===== src/rtl/pu_pkg.sv =====
package pu_pkg;
  parameter int unsigned XLEN  = 64;
  parameter int unsigned IMM_W = 16;
  parameter int unsigned DSF_W = 14;

  typedef logic [XLEN-1:0] word_t;

  typedef enum logic [1:0] {SZ_B = 2'b00, SZ_H = 2'b01, SZ_W = 2'b10, SZ_D = 2'b11} size_e;
  typedef enum logic [1:0] {FM_D = 2'b00, FM_DS = 2'b01, FM_X = 2'b10, FM_X2 = 2'b11} form_e;

  // Offset added to the base after the access.
  function automatic word_t pu_offset(form_e f, logic [IMM_W-1:0] imm, word_t rb);
    word_t r;
    unique case (f)
      FM_D:    r = {{(XLEN-IMM_W){imm[IMM_W-1]}}, imm};
      FM_DS:   r = {{(XLEN-DSF_W-2){imm[DSF_W-1]}}, imm[DSF_W-1:0], 2'b00};
      default: r = rb;
    endcase
    return r;
  endfunction

  // Mask of the lanes a store of this size writes.
  function automatic word_t pu_lanes(size_e s);
    word_t r;
    unique case (s)
      SZ_B:    r = {{(XLEN-8){1'b0}},  {8{1'b1}}};
      SZ_H:    r = {{(XLEN-16){1'b0}}, {16{1'b1}}};
      SZ_W:    r = {{(XLEN-32){1'b0}}, {32{1'b1}}};
      default: r = {XLEN{1'b1}};
    endcase
    return r;
  endfunction

  // Load result shaping; byte always zero-fills.
  function automatic word_t pu_extend(size_e s, logic sgn, word_t raw);
    word_t r;
    unique case (s)
      SZ_B:    r = {{(XLEN-8){1'b0}}, raw[7:0]};
      SZ_H:    r = {{(XLEN-16){sgn & raw[15]}}, raw[15:0]};
      SZ_W:    r = {{(XLEN-32){sgn & raw[31]}}, raw[31:0]};
      default: r = raw;
    endcase
    return r;
  endfunction
endpackage


===== src/rtl/pu_addr_calc.sv =====
module pu_addr_calc
  import pu_pkg::*;
(
  input  logic [1:0]       form_i,
  input  logic [IMM_W-1:0] imm_i,
  input  word_t            base_i,
  input  word_t            index_i,
  output word_t            access_o,
  output word_t            base_next_o
);
  word_t offset;
  assign offset      = pu_offset(form_e'(form_i), imm_i, index_i);
  assign access_o    = base_i;
  assign base_next_o = base_i + offset;
endmodule


===== src/rtl/pu_load_shape.sv =====
module pu_load_shape
  import pu_pkg::*;
(
  input  logic [1:0] size_i,
  input  logic       signed_i,
  input  word_t      raw_i,
  output word_t      result_o
);
  assign result_o = pu_extend(size_e'(size_i), signed_i, raw_i);
endmodule


===== src/rtl/pu_seq.sv =====
module pu_seq (
  input  logic clk,
  input  logic rst_n,
  input  logic op_valid_i,
  input  logic op_bad_i,
  input  logic st_q_i,
  input  logic req_ready_i,
  input  logic rsp_valid_i,
  output logic op_ready_o,
  output logic req_valid_o,
  output logic done_o,
  output logic op_accept_o,
  output logic req_fire_o,
  output logic rsp_take_o
);
  typedef enum logic [1:0] {S_IDLE, S_REQ, S_WAIT, S_DONE} state_e;
  state_e state_q, state_d;

  assign op_ready_o  = (state_q == S_IDLE);
  assign req_valid_o = (state_q == S_REQ);
  assign done_o      = (state_q == S_DONE);
  assign op_accept_o = op_ready_o & op_valid_i;
  assign req_fire_o  = req_valid_o & req_ready_i;
  assign rsp_take_o  = (state_q == S_WAIT) & rsp_valid_i;

  always_comb begin
    state_d = state_q;
    unique case (state_q)
      S_IDLE: if (op_accept_o) state_d = op_bad_i ? S_DONE : S_REQ;
      S_REQ:  if (req_fire_o)  state_d = st_q_i ? S_DONE : S_WAIT;
      S_WAIT: if (rsp_take_o)  state_d = S_DONE;
      default: state_d = S_IDLE;
    endcase
  end

  always_ff @(posedge clk or negedge rst_n) begin
    if (!rst_n) state_q <= S_IDLE;
    else        state_q <= state_d;
  end
endmodule


===== src/rtl/postinc_lsu.sv =====
module postinc_lsu #(
  parameter int unsigned IDX_W = 5
) (
  input  logic                      clk,
  input  logic                      rst_n,
  input  logic                      op_valid_i,
  output logic                      op_ready_o,
  input  logic [1:0]                op_size_i,
  input  logic                      op_store_i,
  input  logic                      op_signed_i,
  input  logic [1:0]                op_form_i,
  input  logic [pu_pkg::XLEN-1:0]   ra_val_i,
  input  logic [pu_pkg::XLEN-1:0]   rb_val_i,
  input  logic [pu_pkg::XLEN-1:0]   rs_val_i,
  input  logic [pu_pkg::IMM_W-1:0]  imm_i,
  input  logic [IDX_W-1:0]          ra_idx_i,
  input  logic [IDX_W-1:0]          rt_idx_i,
  output logic                      mem_req_valid_o,
  input  logic                      mem_req_ready_i,
  output logic [pu_pkg::XLEN-1:0]   mem_addr_o,
  output logic                      mem_we_o,
  output logic [1:0]                mem_size_o,
  output logic [pu_pkg::XLEN-1:0]   mem_wdata_o,
  input  logic                      mem_rsp_valid_i,
  input  logic [pu_pkg::XLEN-1:0]   mem_rdata_i,
  output logic                      done_o,
  output logic                      rt_we_o,
  output logic [pu_pkg::XLEN-1:0]   rt_data_o,
  output logic                      ra_we_o,
  output logic [pu_pkg::XLEN-1:0]   ra_data_o,
  output logic                      illegal_o
);
  import pu_pkg::*;

  // Named internal events, also observed by the bound checker.
  logic  op_accept, req_fire, rsp_take, op_bad;
  word_t access_addr, base_next, shaped;

  logic  st_q, sgn_q, bad_q;
  logic [1:0] size_q;
  word_t addr_q, ra_new_q, wdata_q, rt_q;

  assign op_bad = ~op_store_i & ((ra_idx_i == '0) | (ra_idx_i == rt_idx_i));

  pu_addr_calc u_addr (
    .form_i      (op_form_i),
    .imm_i       (imm_i),
    .base_i      (ra_val_i),
    .index_i     (rb_val_i),
    .access_o    (access_addr),
    .base_next_o (base_next)
  );

  pu_load_shape u_shape (
    .size_i   (size_q),
    .signed_i (sgn_q),
    .raw_i    (mem_rdata_i),
    .result_o (shaped)
  );

  pu_seq u_seq (
    .clk         (clk),
    .rst_n       (rst_n),
    .op_valid_i  (op_valid_i),
    .op_bad_i    (op_bad),
    .st_q_i      (st_q),
    .req_ready_i (mem_req_ready_i),
    .rsp_valid_i (mem_rsp_valid_i),
    .op_ready_o  (op_ready_o),
    .req_valid_o (mem_req_valid_o),
    .done_o      (done_o),
    .op_accept_o (op_accept),
    .req_fire_o  (req_fire),
    .rsp_take_o  (rsp_take)
  );

  always_ff @(posedge clk or negedge rst_n) begin
    if (!rst_n) begin
      st_q     <= 1'b0;
      sgn_q    <= 1'b0;
      bad_q    <= 1'b0;
      size_q   <= 2'b00;
      addr_q   <= '0;
      ra_new_q <= '0;
      wdata_q  <= '0;
    end else if (op_accept) begin
      st_q     <= op_store_i;
      sgn_q    <= op_signed_i;
      bad_q    <= op_bad;
      size_q   <= op_size_i;
      addr_q   <= access_addr;
      ra_new_q <= base_next;
      wdata_q  <= op_store_i ? (rs_val_i & pu_lanes(size_e'(op_size_i))) : '0;
    end
  end

  always_ff @(posedge clk or negedge rst_n) begin
    if (!rst_n)        rt_q <= '0;
    else if (rsp_take) rt_q <= shaped;
  end

  assign mem_addr_o  = addr_q;
  assign mem_we_o    = st_q;
  assign mem_size_o  = size_q;
  assign mem_wdata_o = wdata_q;
  assign ra_data_o   = ra_new_q;
  assign rt_data_o   = rt_q;
  assign illegal_o   = done_o & bad_q;
  assign ra_we_o     = done_o & ~bad_q;
  assign rt_we_o     = done_o & ~bad_q & ~st_q;
endmodule


===== config.mk =====
export PLATFORM = sky130hd
export DESIGN_NAME = postinc_lsu
export DESIGN_NICKNAME = d
export VERILOG_FILES = /design/src/rtl/pu_pkg.sv /design/src/rtl/pu_addr_calc.sv /design/src/rtl/pu_load_shape.sv /design/src/rtl/pu_seq.sv /design/src/rtl/postinc_lsu.sv
export SDC_FILE = /design/constraint.sdc
export NUM_CORES = 1
export LEC_CHECK = 0
export BUFFER_PORTS_ARGS = -buffer_cell sky130_fd_sc_hd__buf_2
export CAP_MARGIN = 25
export CORE_AREA = 5 5 215 217
export CTS_BUF_LIST = sky130_fd_sc_hd__clkbuf_2 sky130_fd_sc_hd__clkbuf_4 sky130_fd_sc_hd__clkbuf_8
export DETAILED_ROUTE_END_ITERATION = 8
export DIE_AREA = 0 0 220 222
export PLACE_DENSITY_LB_ADDON = 0.08
export SLEW_MARGIN = 40
export SYNTH_ARGS = -nofsm -noshare
export SYNTH_HDL_FRONTEND = slang
export SYNTH_SLANG_ARGS = --single-unit

===== constraint.sdc =====
create_clock -name clk -period 2.62 [get_ports clk]
set_input_delay 0.393 -clock clk [delete_from_list [all_inputs] [get_ports clk]]
set_output_delay 0.393 -clock clk [all_outputs]
set_load 0.01 [all_outputs]

==> results.toml <==
[synth]
ys_ff_latch = 263
yosysWarnings = 0
synth_cell_type_count = 72
syn-instance-count = 1709
ys_top_cells_by_area = "dfrtp_1, nand2_1, a21oi_1"
synth_top_area_cell = "dfrtp_1"
ys_seq_area_frac = 0.451
synth_top_area_frac = 0.451
synthFlopType = "dfrtp_1"
ys_top_cells_by_count = "nand2_1, dfrtp_1, a21oi_1, clkbuf_1, o21ai_0"
netlist_area_mm2 = 0.0146
async_flop_share = 1.00
synth.most_common_cell = "nand2_1"
synth_edf_count = 0
syn-mean-instance-area_um2 = 8.54
syn_nets = 2070

[final_layout]
fin_nets = 3088
area_growth_pct = 67.2
layout-drive-gt1-share = 0.423

[sta]
finalHoldViolCount = 0
clock_skew_ps = 31.2
fin_crit_sh = 1.13
slew_viol_final = 0
worst_slack_ps = -332
rsz0062_at_grt = "yes"
tightest_slew_ps = 638
finalSetupTns_ps = -4550
fmax_mhz = 339
setup_viol = 26
period_needed_ps = 2950
relSlewSlack = 0.575

[floorplan]
std_cell_rows = 77
initial_core_util = 0.332
dieWidth_um = 220
num_io_pins = 558
core-area_mm2 = 0.0439
die_y_um = 222
die_area_mm2 = 0.0488

[grt]
antenna_found_initial = 6
overflow = 0
grt_max_degree = 57
track_usage = 0.266
grt_pass1_vias = 17200
grt_pass1_wl_mm = 102

[worst_setup_path]
crit_chain = "buf_8 -> nor2b_4 -> a211oi_4 -> buf_6 -> buf_6 -> a21oi_2 -> ha_1 -> buf_6 -> a21o_1 -> a21o_1 -> a21oi_2 -> o211ai_1 -> nor4b_4 -> buf_4 -> nor3_4 -> nor4_1 -> o31ai_2"
path_class = "in2reg"
worstPathRequired_ps = 3100
cp-start-kind = "primary input"
endpoint_kind = "flop"
cp.arrival_ps = 3430
path_common_cell = "buf_6"
rrSetupSlack_ps = 500
slowest_stage = "nor4b_4"
path_max_fanout = 8
slowest_delay_ps = 410

[placed_design]
io_buffers = 557
dp_slack_ps = -1050
finalWeightedCongestion = 0.964
dp_hpwl_mm = 52.4

[run]
maxCapViolCount = 0

[clock_network]
clockBufferDepth = 3
cts_sinks = 263
htree_levels = 2
path_clk_slew_ps = 60
cts_buffers = 50
clock_latency_ps = 630
cts_tree = "yes"
cts-root-buf = "clkbuf_8"

[route]
dr.first_iter.drc_count = 865
drt_wl_total_mm = 67.8
drtAntennaViolNets = 0
via_per_inst = 4.91
drc_errors = 0
vias = 16500
firstDrtPassIters = 5
wl_per_cell_um = 20.1

[status]
violations = "negative setup slack"
status = "finished, violations left"

[pwr]
powerDensity_mw_per_mm2 = 880
peakVddDrop_mv = 0.485
leakage_nw = 12.6

[min_path]
holdCritPathClass = "in2reg"
cell families (layout without fill, tap and decap cells):
kind of cell | after synthesis | after routing | synth area share
compound gates | 487 | 487 | 0.215
mux | 15 | 15 | 0.0104
fa+ha+maj | 68 | 68 | 0.0588
simple gates | 642 | 642 | 0.186
other cells | 0 | 4 | 0
flops | 263 | 263 | 0.451
xor+xnor | 55 | 55 | 0.0330
buf+inv | 179 | 1238 | 0.0462
worst max-delay path, delay by kind of cell:
family	cells	cell delay, ps
AOI/OAI and AO/OA	7	1000
adders and majority gates	1	330
and+or+nand+nor	4	920
buffers and inverters	5	770
placed cells by master (no fill, tap or decap), drive strengths merged, types with 4 or more instances in the layout:
master,count
clkinv,4
o21a,9
nand4,24
a22o,64
o21ai,106
nor2,94
clkbuf,84
o21bai,19
nand2,432
a21oi,191
buf,900
and3,9
or3,4
diode,4
ha,67
nand2b,8
nand3,18
mux2i,14
o31ai,11
a211oi,7
inv,76
nor3,18
o211ai,11
nor2b,8
dlygate4sd3,171
o221ai,4
xnor2,29
xor2,26
a31oi,5
a21o,36
dfrtp,263
and2,10
or2,4
worst paths after layout:
check                                              from                          end  depth (start not counted)
setup / recovery                              imm_i[15]    ra_data_o[54]$_DFFE_PN0P_                         17
hold / removal                              ra_val_i[0]    mem_addr_o[0]$_DFFE_PN0P_                          3
setup reg to reg           u_seq.state_q[0]$_DFFE_PN0P_  mem_wdata_o[61]$_DFFE_PN0P_                          7
hold reg to reg              mem_wdata_o[4]$_DFFE_PN0P_   mem_wdata_o[4]$_DFFE_PN0P_                          2
max in group asynchronous                         rst_n    ra_data_o[41]$_DFFE_PN0P_                          3
min in group asynchronous                         rst_n   mem_addr_o[63]$_DFFE_PN0P_                          2
timing repair:
item,in CTS,in global routing
setup endpoints to repair,38,45
buffers inserted,16,25
hold buffers,171,0
pin swaps,61,82
gates cloned,2,0
endpoints found under the hold margin,215,0
resized for setup,100,127
metrics by stage:
step	cell area [um2]	std cells	power (mW)	utilization	hold WS, ps
finish	24400	3364	21.5	0.556	69.5
detailed placement	20300	3059	16.2	0.462	360
floorplan	14800	1709	11.4	-	97.4
global placement	20300	3059	16.1	0.462	367
global route	24400	3364	22.9	0.556	24.5
CTS	23800	3340	21.4	0.541	7.08
routing by layer:
| layer | vias up | part of all wire | global-route usage |
|---|---|---|---|
| li1 | 7900 | - | - |
| met1 | 7988 | 0.41 | 0.328 |
| met2 | 500 | 0.49 | 0.459 |
| met3 | 128 | 0.062 | 0.0538 |
| met4 | 2 | 0.039 | 0.0968 |
| met5 | - | 0.00016 | 0 |
where the power goes:
| part | leakage [nW] | internal (mW) | switching (mW) |
|---|---|---|---|
| Sequential | 3.31 | 5.85 | 1.01 |
| Clock | 0.620 | 2.76 | 1.88 |
| Combinational | 8.72 | 4.22 | 5.77 |
| Total | 12.6 | 12.8 | 8.66 |
final cells by class:
cell class                      count  area (um2)
Clock inverter                      9         108
Fill cell                        4148       19500
Inverter                           74         278
Multi-Input combinational cell   1267        8260
Sequential cell                   263        6580
Tap cell                          592         741
Antenna cell                        4        10.0
Clock buffer                       84        1060
Timing Repair Buffer             1071        7360
flip-flops by register name (all words and copies together) (netlist names):
register,cells
mem_wdata_o,64
bad_q,1
mem_we_o,1
rt_data_o,64
mem_addr_o,64
u_seq.state_q,2
ra_data_o,64
sgn_q,1
mem_size_o,2
Power figures use the tool's default switching activity.
